--- config.mk ---
export PLATFORM = sky130hd
export DESIGN_NAME = gated_freq_counter
export DESIGN_NICKNAME = d
export VERILOG_FILES = /design/src/rtl/fcnt_pkg.sv /design/src/rtl/fcnt_edge_det.sv /design/src/rtl/fcnt_gate_timer.sv /design/src/rtl/fcnt_accum.sv /design/src/rtl/fcnt_shift_out.sv /design/src/rtl/gated_freq_counter.sv
export SDC_FILE = /design/constraint.sdc
export NUM_CORES = 1
export LEC_CHECK = 0
export ABC_AREA = 1
export BUFFER_PORTS_ARGS = -buffer_cell sky130_fd_sc_hd__clkbuf_2
export CAP_MARGIN = 20
export CORE_ASPECT_RATIO = 0.75
export CORE_MARGIN = 2
export CORE_UTILIZATION = 54
export CTS_CLUSTER_DIAMETER = 80
export DETAILED_ROUTE_END_ITERATION = 16
export PLACE_DENSITY_LB_ADDON = 0.05
export SLEW_MARGIN = 20
export SYNTH_ARGS = -nofsm -noshare
export SYNTH_HDL_FRONTEND = slang
export SYNTH_SLANG_ARGS = --single-unit
--- constraint.sdc ---
create_clock -name clk_i -period 4 [get_ports clk_i]
set_input_delay 0.8 -clock clk_i [delete_from_list [all_inputs] [get_ports clk_i]]
set_output_delay 0.8 -clock clk_i [all_outputs]
set_load 0.05 [all_outputs]
--- src/rtl/fcnt_pkg.sv ---
package fcnt_pkg;
  localparam int TICK_W = 6;

  typedef enum logic [1:0] {ST_IDLE, ST_ARM, ST_OPEN} gate_st_e;

  function automatic logic [TICK_W-1:0] gate_len(input logic [1:0] code);
    case (code)
      2'd0:    return TICK_W'(1);
      2'd1:    return TICK_W'(4);
      2'd2:    return TICK_W'(8);
      default: return TICK_W'(32);
    endcase
  endfunction
endpackage

--- src/rtl/fcnt_edge_det.sv ---
module fcnt_edge_det #(
  parameter int STAGES = 2
) (
  input  logic clk_i,
  input  logic rst_ni,
  input  logic in_i,
  output logic rise_o
);
  logic [STAGES-1:0] sync_q;
  logic              prev_q;

  always_ff @(posedge clk_i or negedge rst_ni) begin
    if (!rst_ni) begin
      sync_q <= '0;
      prev_q <= 1'b0;
    end else begin
      sync_q <= {sync_q[STAGES-2:0], in_i};
      prev_q <= sync_q[STAGES-1];
    end
  end

  assign rise_o = sync_q[STAGES-1] & ~prev_q;
endmodule

--- src/rtl/fcnt_gate_timer.sv ---
module fcnt_gate_timer
  import fcnt_pkg::*;
(
  input  logic       clk_i,
  input  logic       rst_ni,
  input  logic       start_i,
  input  logic       tick_i,
  input  logic [1:0] code_i,
  output logic       gate_o,
  output logic       done_o
);
  gate_st_e          st_q;
  logic [TICK_W-1:0] cnt_q, len_q;
  logic              done_q;

  always_ff @(posedge clk_i or negedge rst_ni) begin
    if (!rst_ni) begin
      st_q   <= ST_IDLE;
      cnt_q  <= '0;
      len_q  <= '0;
      done_q <= 1'b0;
    end else if (start_i) begin
      // restart wins over any gate in progress
      st_q   <= ST_ARM;
      cnt_q  <= '0;
      len_q  <= gate_len(code_i);
      done_q <= 1'b0;
    end else begin
      case (st_q)
        ST_ARM: if (tick_i) begin
          st_q  <= ST_OPEN;
          cnt_q <= '0;
        end
        ST_OPEN: if (tick_i) begin
          if (cnt_q == len_q - TICK_W'(1)) begin
            st_q   <= ST_IDLE;
            done_q <= 1'b1;
          end else begin
            cnt_q <= cnt_q + TICK_W'(1);
          end
        end
        default: ;
      endcase
    end
  end

  assign gate_o = (st_q == ST_OPEN);
  assign done_o = done_q;
endmodule

--- src/rtl/fcnt_accum.sv ---
module fcnt_accum #(
  parameter int CNT_W = 20
) (
  input  logic             clk_i,
  input  logic             rst_ni,
  input  logic             clear_i,
  input  logic             gate_i,
  input  logic             edge_i,
  output logic [CNT_W-1:0] count_o
);
  localparam logic [CNT_W-1:0] CNT_MAX = '1;

  logic             phase_q;
  logic [CNT_W-1:0] cnt_q;

  always_ff @(posedge clk_i or negedge rst_ni) begin
    if (!rst_ni) begin
      phase_q <= 1'b0;
      cnt_q   <= '0;
    end else if (clear_i) begin
      phase_q <= 1'b0;
      cnt_q   <= '0;
    end else if (gate_i && edge_i) begin
      // divide by two: every second edge bumps the count
      phase_q <= ~phase_q;
      if (phase_q && cnt_q != CNT_MAX) cnt_q <= cnt_q + CNT_W'(1);
    end
  end

  assign count_o = cnt_q;
endmodule

--- src/rtl/fcnt_shift_out.sv ---
module fcnt_shift_out #(
  parameter int CNT_W = 20
) (
  input  logic             clk_i,
  input  logic             rst_ni,
  input  logic             load_i,
  input  logic             shift_i,
  input  logic [CNT_W-1:0] par_i,
  output logic             ser_o
);
  logic [CNT_W-1:0] sh_q;

  always_ff @(posedge clk_i or negedge rst_ni) begin
    if (!rst_ni)      sh_q <= '0;
    else if (load_i)  sh_q <= par_i;
    else if (shift_i) sh_q <= {sh_q[CNT_W-2:0], 1'b0};
  end

  assign ser_o = sh_q[CNT_W-1];
endmodule

--- src/rtl/gated_freq_counter.sv ---
module gated_freq_counter #(
  parameter int CNT_W   = 20,
  parameter int SYNC_ST = 2
) (
  input  logic             clk_i,
  input  logic             rst_ni,
  input  logic             gp_in_i,
  input  logic             alt_in_i,
  input  logic             tick_i,
  input  logic             start_i,
  input  logic             sel_i,
  input  logic [1:0]       gate_code_i,
  input  logic             integ_i,
  input  logic             rd_load_i,
  input  logic             rd_shift_i,
  output logic [CNT_W-1:0] count_o,
  output logic             done_o,
  output logic             ser_o
);
  localparam int N_IN = 2;

  logic [N_IN-1:0] raw_in, rise;
  logic            sel_q, gate, edge_sel;

  assign raw_in = {gp_in_i, alt_in_i};

  for (genvar g = 0; g < N_IN; g++) begin : g_in
    fcnt_edge_det #(.STAGES(SYNC_ST)) u_edge (
      .clk_i (clk_i),
      .rst_ni(rst_ni),
      .in_i  (raw_in[g]),
      .rise_o(rise[g])
    );
  end

  always_ff @(posedge clk_i or negedge rst_ni) begin
    if (!rst_ni)      sel_q <= 1'b0;
    else if (start_i) sel_q <= sel_i;
  end

  assign edge_sel = rise[sel_q];

  fcnt_gate_timer u_timer (
    .clk_i  (clk_i),
    .rst_ni (rst_ni),
    .start_i(start_i),
    .tick_i (tick_i),
    .code_i (gate_code_i),
    .gate_o (gate),
    .done_o (done_o)
  );

  fcnt_accum #(.CNT_W(CNT_W)) u_accum (
    .clk_i  (clk_i),
    .rst_ni (rst_ni),
    .clear_i(start_i & ~integ_i),
    .gate_i (gate),
    .edge_i (edge_sel),
    .count_o(count_o)
  );

  fcnt_shift_out #(.CNT_W(CNT_W)) u_shift (
    .clk_i  (clk_i),
    .rst_ni (rst_ni),
    .load_i (rd_load_i),
    .shift_i(rd_shift_i),
    .par_i  (count_o),
    .ser_o  (ser_o)
  );
endmodule

Yosys cells after proc, flatten, opt, wreduce, memory -nomap -nowiden
Cells that the tools add are included.

storage, ports and cells
  flip-flop bits (word level) = 63
  output and inout bits = 22
  logic and storage cells = 71
  input port bits = 12

operators by class
  reduce and logical (&&, ||, !) cells = 14
  $add $sub $neg = 3
  equality and inequality tests = 10
  mux-type cells = 24
  bitwise gates (word level) = 7
  $lt $le $gt $ge = 1

operators by type and width
  cell                                                        count
  2-to-1 mux 20 bit                                           5
  2-to-1 mux 6 bit                                            4
  adder 20 x 1 -> 20 bit, second input constant               1
  inequality test 20 bit, second input constant               1
  one-hot mux 6 bit (3 select lines)                          1
  inequality test 3 bit, second input constant                4
  one-hot mux 6 bit (2 select lines)                          1
  nonzero test 2 bit                                          6
  2-to-1 mux 1 bit                                            8
  2-to-1 mux 2 bit                                            4
  AND reduction 4 bit                                         2
  adder 6 x 1 -> 6 bit, second input constant                 1
  == test 6 bit                                               1
  subtractor 6 x 1 -> 6 bit, second input constant            1
  == test 2 x 1 -> 1 bit, second input constant               2
  == test 2 bit, second input constant                        2
  NOT 1 bit                                                   4
  one-hot mux 2 bit (2 select lines)                          1
  AND 1 bit                                                   3
  AND reduction 3 bit                                         1
  nonzero test 3 bit                                          1
  logical AND 1 bit                                           2
  logical NOT 2 bit                                           1
  less-than comparator 1 x 2 -> 1 bit, second input constant  1
  AND reduction 2 bit                                         1

Depth between registers and ports, before layout
Gate-level depths: netlist (run 1).

  word-level depth = 7
  gate-level depth with buffers = 12
  mapped depth without buffers = 12

Hierarchy
A second synthesis (run 1) with hierarchy kept.

second synthesis, totals
  cell total of the unflattened synthesis = 442
  area, all modules = 3558.4 µm²

by module, submodules not included
  module              area an instance (µm²)  times used  seq. area each (µm²)  cells an instance
  fcnt_accum          1567.8                  1           525.5                 202
  fcnt_shift_out      935.9                   1           500.5                 108
  fcnt_gate_timer     825.8                   1           325.3                 112
  fcnt_edge_det       85.1                    2           75.1                  5
  gated_freq_counter  58.8                    1           25.0                  10

Worst setup path before layout (run 1)
OpenSTA, ideal clock, no wires.

  path type = register to register
  start = register u_accum.cnt_q[0] (netlist: u_accum.count_o[0])
  end = register u_accum.cnt_q[11] (netlist: u_accum.count_o[11])
  arrival = 1.845 ns
  setup slack = 2.036 ns
  period minus slack after synthesis = 1.964 ns
  path buffers = 1
  library setup time = 0.118 ns
  required time = 3.882 ns
  cell stages (with the launch flop) = 12
  path through = dfrtp_1 ha_1 nand3_2 inv_2 nand2_2 nor2_4 nand2_2 nand3_4 inv_4 buf_6 nand2_1 nand2_1

on the way
  word-level cells in the longest chain between the ends = 4
  elaborated cells between the ends (all ways) = 8
  classes of those cells = add/sub (1); eq/ne (1); mux (3); reduce/logical (3)

ends and longest elaborated chain
  what                                                                     RTL line          text
  from (decl)                                                              fcnt_accum.sv:14  logic [CNT_W-1:0] cnt_q;
  from (signal assigned)                                                   fcnt_accum.sv:26  if (phase_q && cnt_q != CNT_MAX) cnt_q <= cnt_q + CNT_W'(1);
  adder 20 x 1 -> 20 bit / inequality test 20 bit (equally long branches)  fcnt_accum.sv:26
  2-to-1 mux 20 bit / logical AND 1 bit (equally long branches)            fcnt_accum.sv:26
  2-to-1 mux 20 bit / nonzero test 2 bit (equally long branches)           -
  2-to-1 mux 20 bit / AND reduction 2 bit (equally long branches)          -

Parallel ways exist; a longest one is shown, timed or not. The select of a mux whose other input is x is not followed.
A chain may end at the register's enable or synchronous reset.

Worst setup path in the final report (run 1)
  start = input port start_i
  end = register u_accum.cnt_q[10] (netlist: u_accum.count_o[10])

on the way
  word-level cells in the longest chain between the ends = 3
  elaborated cells between the ends (all ways) = 5
  classes of those cells = mux (1); bitwise (1); reduce/logical (3)

ends and longest elaborated chain
  what                                  RTL line                  text
  from (decl)                           gated_freq_counter.sv:10  input logic start_i,
  AND 1 bit *                           gated_freq_counter.sv:56  .clear_i(start_i & ~integ_i),
  nonzero test 2 bit (no source line)   -
  AND reduction 2 bit (no source line)  -

Every way passes the cells marked *; elsewhere a longest branch is shown, timed or not.

==> results of run 1 <==
==> cell type report <==
cell class	instances	area [um^2]	area share, %
Inverter	40	153	4.19
Tap cell	78	97.6	2.68
Multi-Input combinational cell	313	1490	40.8
Clock inverter	4	47.5	1.31
Sequential cell	61	1530	41.9
Clock buffer	12	145	3.98
Timing Repair Buffer	36	188	5.15
==> cells by family (layout without fill, tap and decap cells) <==
family,count (synthesis),in the layout,share of synthesized area [%]
compound gates,47,47,8.19
buf+inv,53,92,6.99
flops,61,61,47.1
xor+xnor,14,14,3.79
simple gates,249,249,32.7
fa+ha+maj,3,3,1.16
==> per-stage QoR <==
step	hold slack, ps	instances	instance area, um^2	util [%]	worst slack (ps)
2_1_floorplan	331	427	3240	-	2040
3_3_place_gp	334	528	3450	59.5	1390
3_5_place_dp	340	528	3450	59.5	1320
4_1_cts	356	544	3640	62.8	1670
5_1_grt	357	544	3640	62.8	1450
6_report	353	544	3640	62.8	1640
==> power by group <==
group	internal [mW]	leakage, nW	switching [mW]
clock	0.303	0.0964	0.243
combinational	0.132	0.886	0.345
sequential	0.711	0.784	0.125
==> synth_stat cells <==
library cell,n
nand3_4,1
nand2_1,124
o21bai_1,1
nand4_1,4
nand2_2,2
buf_2,2
a21oi_1,6
buf_4,2
ha_1,3
nor2_4,2
or2_2,2
nand3_1,27
nor4_1,3
inv_2,1
o22ai_1,22
inv_1,36
nor2_1,65
clkinv_1,2
xor2_1,12
inv_4,1
nand3_2,1
dfrtp_1,61
clkbuf_1,7
o21ai_0,18
nand3b_1,2
buf_6,2
nor3_1,15
xnor2_1,2
and2_1,1
==> worst max-delay path by stage <==
stage | startpoint | endpoint | slack [ps] | cells after the start
after floorplan | u_accum.count_o[0] | u_accum.count_o[11] | 2040 | 11
final | start_i | u_accum.count_o[10] | 1640 | 9
after detailed placement | start_i | u_accum.count_o[3] | 1320 | 9
after CTS | start_i | u_accum.count_o[10] | 1670 | 9
after global placement | start_i | u_accum.count_o[6] | 1390 | 9
after global routing | start_i | u_accum.count_o[5] | 1450 | 9
==> registers in the layout, summed over array words and instances, names as in the netlist <==
register,flops
u_timer.cnt_q,6
u_timer.len_q,4
u_shift.sh_q,20
sel_q,1
g_in.u_edge.sync_q,4
u_timer.done_o,1
u_timer.st_q,2
u_accum.phase_q,1
u_accum.count_o,20
g_in.u_edge.prev_q,2
==> routing by layer <==
layer	part of all wire (%)	routed length (um)	vias to the layer above	track usage, %
li1	-	-	1447	-
met1	53	4110	1349	41.0
met2	40	3150	96	33.3
met3	6.4	501	2	8.41
met4	0.46	36	0	6.86
met5	0	0	-	0
==> impl_metrics.env, run 1 <==
export IMPL_rr_startpoint="u_accum.count_o[0]"
export IMPL_grt_ovfl_total=0
export IMPL_place_congestion=0.879
export IMPL_path_cells="clkbuf_2 -> nand2_1 -> inv_1 -> buf_4 -> or2_2 -> nand3_4 -> inv_4 -> nand2_1 -> nand2_1"
export IMPL_finalSetupTns_ps=0
export IMPL_crit_family="simple AND/OR/NAND/NOR gates"
export IMPL_worst_slew_pin_slew_ps=801
export IMPL_grt_start_max_net_pins=33
export IMPL_power_density_mw_per_mm2=510
export IMPL_numPortBuffers=33
export IMPL_clk_latency_ps=340
export IMPL_die_area_mm2=0.00664
export IMPL_required_ps=4230
export IMPL_cts_made_buffers=9
export IMPL_ant_nets=0
export IMPL_skew_ps=6.93
export IMPL_htreeDepth=3
export IMPL_endpoint_kind="flop"
export IMPL_slew_viol_final=0
export IMPL_crit_top_cell="nand2_1"
export IMPL_clock_path_buffers=2
export IMPL_yosysTopAreaCellShare_pct=47.1
export IMPL_maxCapViolCount=0
export IMPL_hold_path_class="reg -> reg"
export IMPL_row_count=24
export IMPL_critPathArrivalTime_ps=2590
export IMPL_area_delta_synth_final_pct=12.5
export IMPL_slew_limit_headroom_pct=46.6
export IMPL_yosys_area_top_type="dfrtp_1"
export IMPL_cts_sinks=61
export IMPL_total_power_mw=1.86
export IMPL_synth_avg_cell_area_um2=7.58
export IMPL_worstSetupStartpointType="input port"
export IMPL_drt_pre_antenna_iters=5
export IMPL_r2r_end="u_accum.count_o[10]"
export IMPL_synth_seq_cells=61
export IMPL_n_fill_cell=532
export IMPL_drt_vias_per_instance=5.32
export IMPL_synthTopCellsByArea="dfrtp_1 (47%), nand2_1 (14%), nor2_1 (7.5%), o22ai_1 (4.3%), inv_1 (4.2%)"
export IMPL_fmax_ghz=0.424
export IMPL_crit_type="in -> reg"
export IMPL_critPathSlowestCell="nand2_1"
export IMPL_slowest_delay_ps=390
export IMPL_n_antenna_cell=0
export IMPL_synth_seq_area_share_pct=47.1
export IMPL_ir_drop_mv=0.249
export IMPL_syn_inst=427
export IMPL_globalRouteTotalUtil_pct=25.8
export IMPL_antenna_found_initial=0
export IMPL_fin_nets=476
export IMPL_worstRegToRegCells=10
export IMPL_final_cell_mix="nand2_1 (124), nor2_1 (65), dfrtp_1 (61), inv_1 (36), clkbuf_2 (33)"
export IMPL_rsz0062_at_grt="false"
export IMPL_holdCritStartpoint="g_in[0].u_edge.sync_q[0]"
export IMPL_p_leak_nw=1.77
export IMPL_routed_via_count=2894
export IMPL_rrSetupSlack_ps=1960
export IMPL_final_hold_viol_count=0
export IMPL_wire_per_inst_um=14.3
export IMPL_chipHeight_um=71.1
export IMPL_crit_buf_inv=4
export IMPL_start_util_pct=55.9
export IMPL_wirelength_um=7800
export IMPL_fin_crit_sh_pct=58.9
export IMPL_netlist_area_mm2=0.00324
export IMPL_drc=0
export IMPL_ios=34
export IMPL_cts_root_buf="clkbuf_8"
export IMPL_synth_net_count=442
export IMPL_die_w_um=93.4
export IMPL_min_to="g_in[0].u_edge.sync_q[1]"
export IMPL_ctsResizeCount=0
export IMPL_drive_above_1_share_pct=12.9
export IMPL_grt_first_pass_wirelength_um=13000
export IMPL_place_hpwl_um=5600
export IMPL_ys_warnings_count=0
export IMPL_cts_tree="yes"
export IMPL_core_area_mm2=0.00580
export IMPL_synth_cell_types=29
export IMPL_grt_pass1_vias=2631
export IMPL_drt_iter0_markers=202
export IMPL_min_delay_path_depth=0
export IMPL_path_max_fanout=25
export IMPL_mostFrequentLayoutCell="nand2_1"
export IMPL_clkSlewWorstSetupHoldPaths_ps=60
export IMPL_hold_buffers=0
export IMPL_period_needed_ps=2360
export IMPL_postCtsSetupBuffers=0
export IMPL_status="complete, no violations"
export IMPL_setup_viol=0
Note: power is estimated with default switching activity, not from simulation.
==> inputs of run 2 (changes only) <==
- clock period: 4 -> 2.2 ns (I/O delays scaled with it)
==> run 2 against run 1 <==
Effect of this change: wire length up 5.3%; cell count up 1.3%; hold slack worse by 260 ps; global-route usage up 0.89 points; die area unchanged; count of clock-buffer cells in the layout down 1; critical path depth up 1; clock skew up 2.7 ps; largest cell class unchanged.
==> impl_metrics.env, run 2 (synthesis results as in run 1) <==
export IMPL_clock_path_buffers=2
export IMPL_critPathArrivalTime_ps=2140
export IMPL_routed_via_count=2993
export IMPL_cts_sinks=61
export IMPL_path_max_fanout=25
export IMPL_ios=34
export IMPL_place_congestion=0.939
export IMPL_grt_start_max_net_pins=62
export IMPL_wire_per_inst_um=14.9
export IMPL_ctsResizeCount=0
export IMPL_hold_path_class="in -> async"
export IMPL_htreeDepth=3
export IMPL_fin_nets=483
export IMPL_die_w_um=93.4
export IMPL_clk_latency_ps=340
export IMPL_crit_top_cell="nand2_2"
export IMPL_place_hpwl_um=5780
export IMPL_ir_drop_mv=0.561
export IMPL_hold_buffers=0
export IMPL_drt_vias_per_instance=5.43
export IMPL_drt_pre_antenna_iters=5
export IMPL_antenna_found_initial=0
export IMPL_drt_iter0_markers=252
export IMPL_cts_tree="yes"
export IMPL_area_delta_synth_final_pct=14.5
export IMPL_gr_usage_met2_pct=33.8
export IMPL_maxCapViolCount=0
export IMPL_core_area_mm2=0.00580
export IMPL_worstRegToRegCells=10
export IMPL_grt_ovfl_total=0
export IMPL_fmax_ghz=0.522
export IMPL_die_area_mm2=0.00664
export IMPL_rsz0062_at_grt="false"
export IMPL_power_density_mw_per_mm2=922
export IMPL_drive_above_1_share_pct=14.4
export IMPL_crit_family="simple AND/OR/NAND/NOR gates"
export IMPL_row_count=24
export IMPL_grt_util_met1_pct=42.5
export IMPL_setup_slack_ps=283
export IMPL_status="complete, no violations"
export IMPL_pre_cts_slack_ps=315
export IMPL_globalRouteTotalUtil_pct=26.6
export IMPL_fin_crit_sh_pct=87.1
export IMPL_crit_buf_inv=2
export IMPL_finalSetupTns_ps=0
export IMPL_crit_type="reg -> reg"
export IMPL_total_power_mw=3.42
export IMPL_slew_viol_final=0
export IMPL_final_area_mm2=0.00371
export IMPL_final_cell_mix="nand2_1 (124), nor2_1 (65), dfrtp_1 (61), inv_1 (36), clkbuf_2 (33)"
export IMPL_grt_first_pass_wirelength_um=13400
export IMPL_top_usage_layer="met1"
export IMPL_slew_limit_headroom_pct=67.4
export IMPL_n_antenna_cell=0
export IMPL_cts_made_buffers=9
export IMPL_placed_area_mm2=0.00351
export IMPL_numPortBuffers=33
export IMPL_worstSetupStartpointType="flop"
export IMPL_n_fill_cell=526
export IMPL_drc=0
export IMPL_endpoint_kind="flop"
export IMPL_start_util_pct=55.9
export IMPL_setup_viol=0
export IMPL_p_leak_nw=1.81
export IMPL_final_hold_viol_count=0
export IMPL_startpoint="u_accum.count_o[1]"
export IMPL_mostFrequentLayoutCell="nand2_1"
export IMPL_chipHeight_um=71.1
export IMPL_rr_startpoint="u_accum.count_o[1]"
export IMPL_wirelength_um=8210
export IMPL_period_needed_ps=1920
export IMPL_clkSlewWorstSetupHoldPaths_ps=70
export IMPL_critPathSlowestCell="dfrtp_1"
export IMPL_required_ps=2430
export IMPL_slowest_delay_ps=430
export IMPL_grt_use_met3_pct=8.41
export IMPL_grt_pass1_vias=2677
export IMPL_worst_slew_pin_slew_ps=489
export IMPL_skew_ps=9.60
export IMPL_ant_nets=0
export IMPL_postCtsSetupBuffers=0
export IMPL_cp_depth=10
export IMPL_cts_root_buf="clkbuf_8"
export IMPL_path_cells="ha_1 -> nand3_2 -> inv_2 -> nand2_2 -> nor2_4 -> nand2_2 -> nand3_4 -> inv_4 -> nand2_1 -> o21ai_0"
==> run 2: cell types whose count changed in the layout (fill, tap and decap cells not counted) <==
cell / previous run / this run
clkbuf_1: 2 / 1
buf_12: 0 / 1
clkinv_2: 2 / 4
clkinvlp_4: 1 / 0
buf_4: 3 / 9
==> run 2: layout make-up <==
class	instances	area, um^2	area share, %
Clock buffer	11	141	3.82
Inverter	40	153	4.12
Sequential cell	61	1530	41.2
Timing Repair Buffer	43	253	6.82
Tap cell	78	97.6	2.63
Multi-Input combinational cell	313	1490	40.1
Clock inverter	5	50.0	1.35
==> run 2: report_power, final <==
part | switching (mW) | internal [mW]
logic | 0.663 | 0.265
clock network | 0.426 | 0.546
registers | 0.223 | 1.29
total | 1.31 | 2.10
==> run 2: metal layers <==
metal  vias to the layer above  share of wire [%]
met1                      1382                 51
met5                         -                  0
li1                       1467                  -
met2                       133                 40
met3                        11                7.3
met4                         0                1.3
==> run 2: final timing paths <==
| path | endpoint | slack (ps) |
|---|---|---|
| min in group clk_i | g_in[1].u_edge.sync_q[0] | 200 |
| min | u_accum.count_o[6] | 90 |
| max in group asynchronous | u_accum.count_o[19] | 1820 |
| max | u_accum.count_o[5] | 280 |
| min reg2reg | g_in[0].u_edge.sync_q[1] | 350 |
| max reg2reg | u_accum.count_o[5] | 280 |
==> run 2: metrics by stage <==
stage | hold slack [ps] | util, % | std cells
3_3_place_gp | 337 | 60.6 | 535
2_1_floorplan | 144 | - | 427
4_1_cts | 111 | 63.9 | 551
3_5_place_dp | 341 | 60.6 | 535
6_report | 93.8 | 63.9 | 551
5_1_grt | 124 | 63.9 | 551
==> inputs of run 3 (changes only) <==
- CELL_PAD_IN_SITES_DETAIL_PLACEMENT: default -> 0
- CELL_PAD_IN_SITES_GLOBAL_PLACEMENT: default -> 1
- CORE_UTILIZATION: 54 -> 43
==> run 3 against run 2 <==
Effect of this change: critical path depth unchanged; setup slack worse by 83 ps; sequential power about the same; sequential share of layout area down 0.59 points; non-clock buffer count down 2; design area up 1.5%; fmax down 4.1%; first-iteration DRC count down 39%; utilization down 13 points; total power up 4.6%; global-route usage down 5.0 points; critical endpoint is now u_accum.count_o[6]; largest cell class unchanged.
==> impl_metrics.env, run 3 (synthesis results as in run 1) <==
export IMPL_worst_slew_pin_slew_ps=508
export IMPL_power_frac_comb_pct=25.6
export IMPL_postCtsSetupBuffers=0
export IMPL_setup_viol=0
export IMPL_n_antenna_cell=0
export IMPL_crit_family="simple AND/OR/NAND/NOR gates"
export IMPL_drive_above_1_share_pct=14.2
export IMPL_drt_vias_per_instance=4.93
export IMPL_start_util_pct=44.2
export IMPL_place_hpwl_um=6070
export IMPL_antenna_found_initial=0
export IMPL_clkSlewWorstSetupHoldPaths_ps=70
export IMPL_die_area_mm2=0.00825
export IMPL_drt_pre_antenna_iters=4
export IMPL_p_leak_nw=1.81
export IMPL_drt_iter0_markers=153
export IMPL_clk_latency_ps=340
export IMPL_worstSetupStartpointType="flop"
export IMPL_required_ps=2420
export IMPL_utilization_pct=51.3
export IMPL_grt_start_max_net_pins=45
export IMPL_fmax_ghz=0.500
export IMPL_rsz0062_at_grt="false"
export IMPL_seqPwrFrac_pct=42.3
export IMPL_chipHeight_um=79.2
export IMPL_place_congestion=0.903
export IMPL_globalRouteTotalUtil_pct=21.6
export IMPL_fin_cells=572
export IMPL_period_needed_ps=2000
export IMPL_routed_via_count=2819
export IMPL_area_delta_synth_final_pct=16.1
export IMPL_r2r_end="u_accum.count_o[6]"
export IMPL_skew_ps=8.95
export IMPL_ant_nets=0
export IMPL_fin_crit_sh_pct=90.9
export IMPL_cts_sinks=61
export IMPL_wirelength_um=8160
export IMPL_p_int_mw=2.23
export IMPL_cts_root_buf="clkbuf_8"
export IMPL_status="complete, no violations"
export IMPL_cts_tree="yes"
export IMPL_ir_drop_mv=0.539
export IMPL_wire_per_inst_um=14.3
export IMPL_cts_made_buffers=9
export IMPL_final_cell_mix="nand2_1 (124), nor2_1 (65), dfrtp_1 (61), inv_1 (36), clkbuf_2 (33)"
export IMPL_crit_top_cell="nand2_2"
export IMPL_fin_nets=481
export IMPL_row_count=27
export IMPL_critPathArrivalTime_ps=2220
export IMPL_critPathSlowestCell="dfrtp_1"
export IMPL_htreeDepth=3
export IMPL_finalSetupTns_ps=0
export IMPL_drc=0
export IMPL_path_cells="ha_1 -> nand3_2 -> inv_2 -> nand2_2 -> nor2_4 -> nand2_2 -> nand3_4 -> inv_4 -> nand2_1 -> o21ai_0"
export IMPL_slew_limit_headroom_pct=65.9
export IMPL_switchingPower_mw=1.34
export IMPL_numPortBuffers=33
export IMPL_mostFrequentLayoutCell="nand2_1"
export IMPL_rr_startpoint="u_accum.count_o[0]"
export IMPL_clock_path_buffers=2
export IMPL_dpl_cell_count=556
export IMPL_final_hold_viol_count=0
export IMPL_core_area_mm2=0.00733
export IMPL_grt_first_pass_wirelength_um=13900
export IMPL_power_density_mw_per_mm2=950
export IMPL_slew_viol_final=0
export IMPL_grt_pass1_vias=2728
export IMPL_switching_share_pct=37.6
export IMPL_grt_ovfl_total=0
export IMPL_ctsResizeCount=0
export IMPL_slowest_delay_ps=480
export IMPL_die_w_um=104
export IMPL_endpoint_kind="flop"
export IMPL_clock_power_share_pct=32.1
export IMPL_rrSetupSlack_ps=200
export IMPL_maxCapViolCount=0
export IMPL_crit_type="reg -> reg"
export IMPL_hold_path_class="in -> async"
export IMPL_crit_buf_inv=2
export IMPL_path_max_fanout=25
export IMPL_ios=34
export IMPL_worstRegToRegCells=10
export IMPL_hold_buffers=0
-- run 3: worst max-delay path by stage --
stage	slack (ps)	start	to	depth (start not counted)
detailed placement	210	u_accum.count_o[0]	u_accum.count_o[6]	10
finish	200	u_accum.count_o[0]	u_accum.count_o[6]	10
CTS	190	u_accum.count_o[0]	u_accum.count_o[6]	10
global placement	200	u_accum.count_o[0]	u_accum.count_o[5]	10
global route	60	u_accum.count_o[0]	u_accum.count_o[5]	10
floorplan	240	u_accum.count_o[0]	u_accum.count_o[11]	11
-- run 3: metal layers --
layer | track usage (%) | up-vias | wire length, um
met2 | 29.1 | 50 | 3180
met5 | 0 | - | 0
met4 | 6.89 | 0 | 78
met3 | 4.11 | 8 | 389
li1 | - | 1458 | -
met1 | 34.2 | 1303 | 4510
-- run 3: power groups by stage --
stage	Combinational, mW	Clock, mW	Sequential [mW]
after detailed placement	0.919	0	1.53
after floorplan	0.399	0	1.75
final	0.915	1.15	1.51
after global routing	1.01	1.24	1.54
after CTS	0.922	1.19	1.51
after global placement	0.909	0	1.52
-- run 3: layout make-up --
| cell class | count | area, um^2 |
|---|---|---|
| Timing Repair Buffer | 41 | 238 |
| Inverter | 40 | 153 |
| Multi-Input combinational cell | 313 | 1490 |
| Clock inverter | 6 | 93.8 |
| Sequential cell | 61 | 1530 |
| Fill cell | 740 | 3570 |
| Clock buffer | 10 | 138 |
| Tap cell | 101 | 126 |
-- run 3: metrics by stage --
step	power [mW]	setup WS [ps]	area, um^2	hold WS, ps
global placement	2.43	201	3530	338
finish	3.57	200	3760	48.1
floorplan	2.15	236	3240	144
detailed placement	2.45	210	3530	336
CTS	3.62	186	3760	49.9
global route	3.78	55.3	3760	73.1
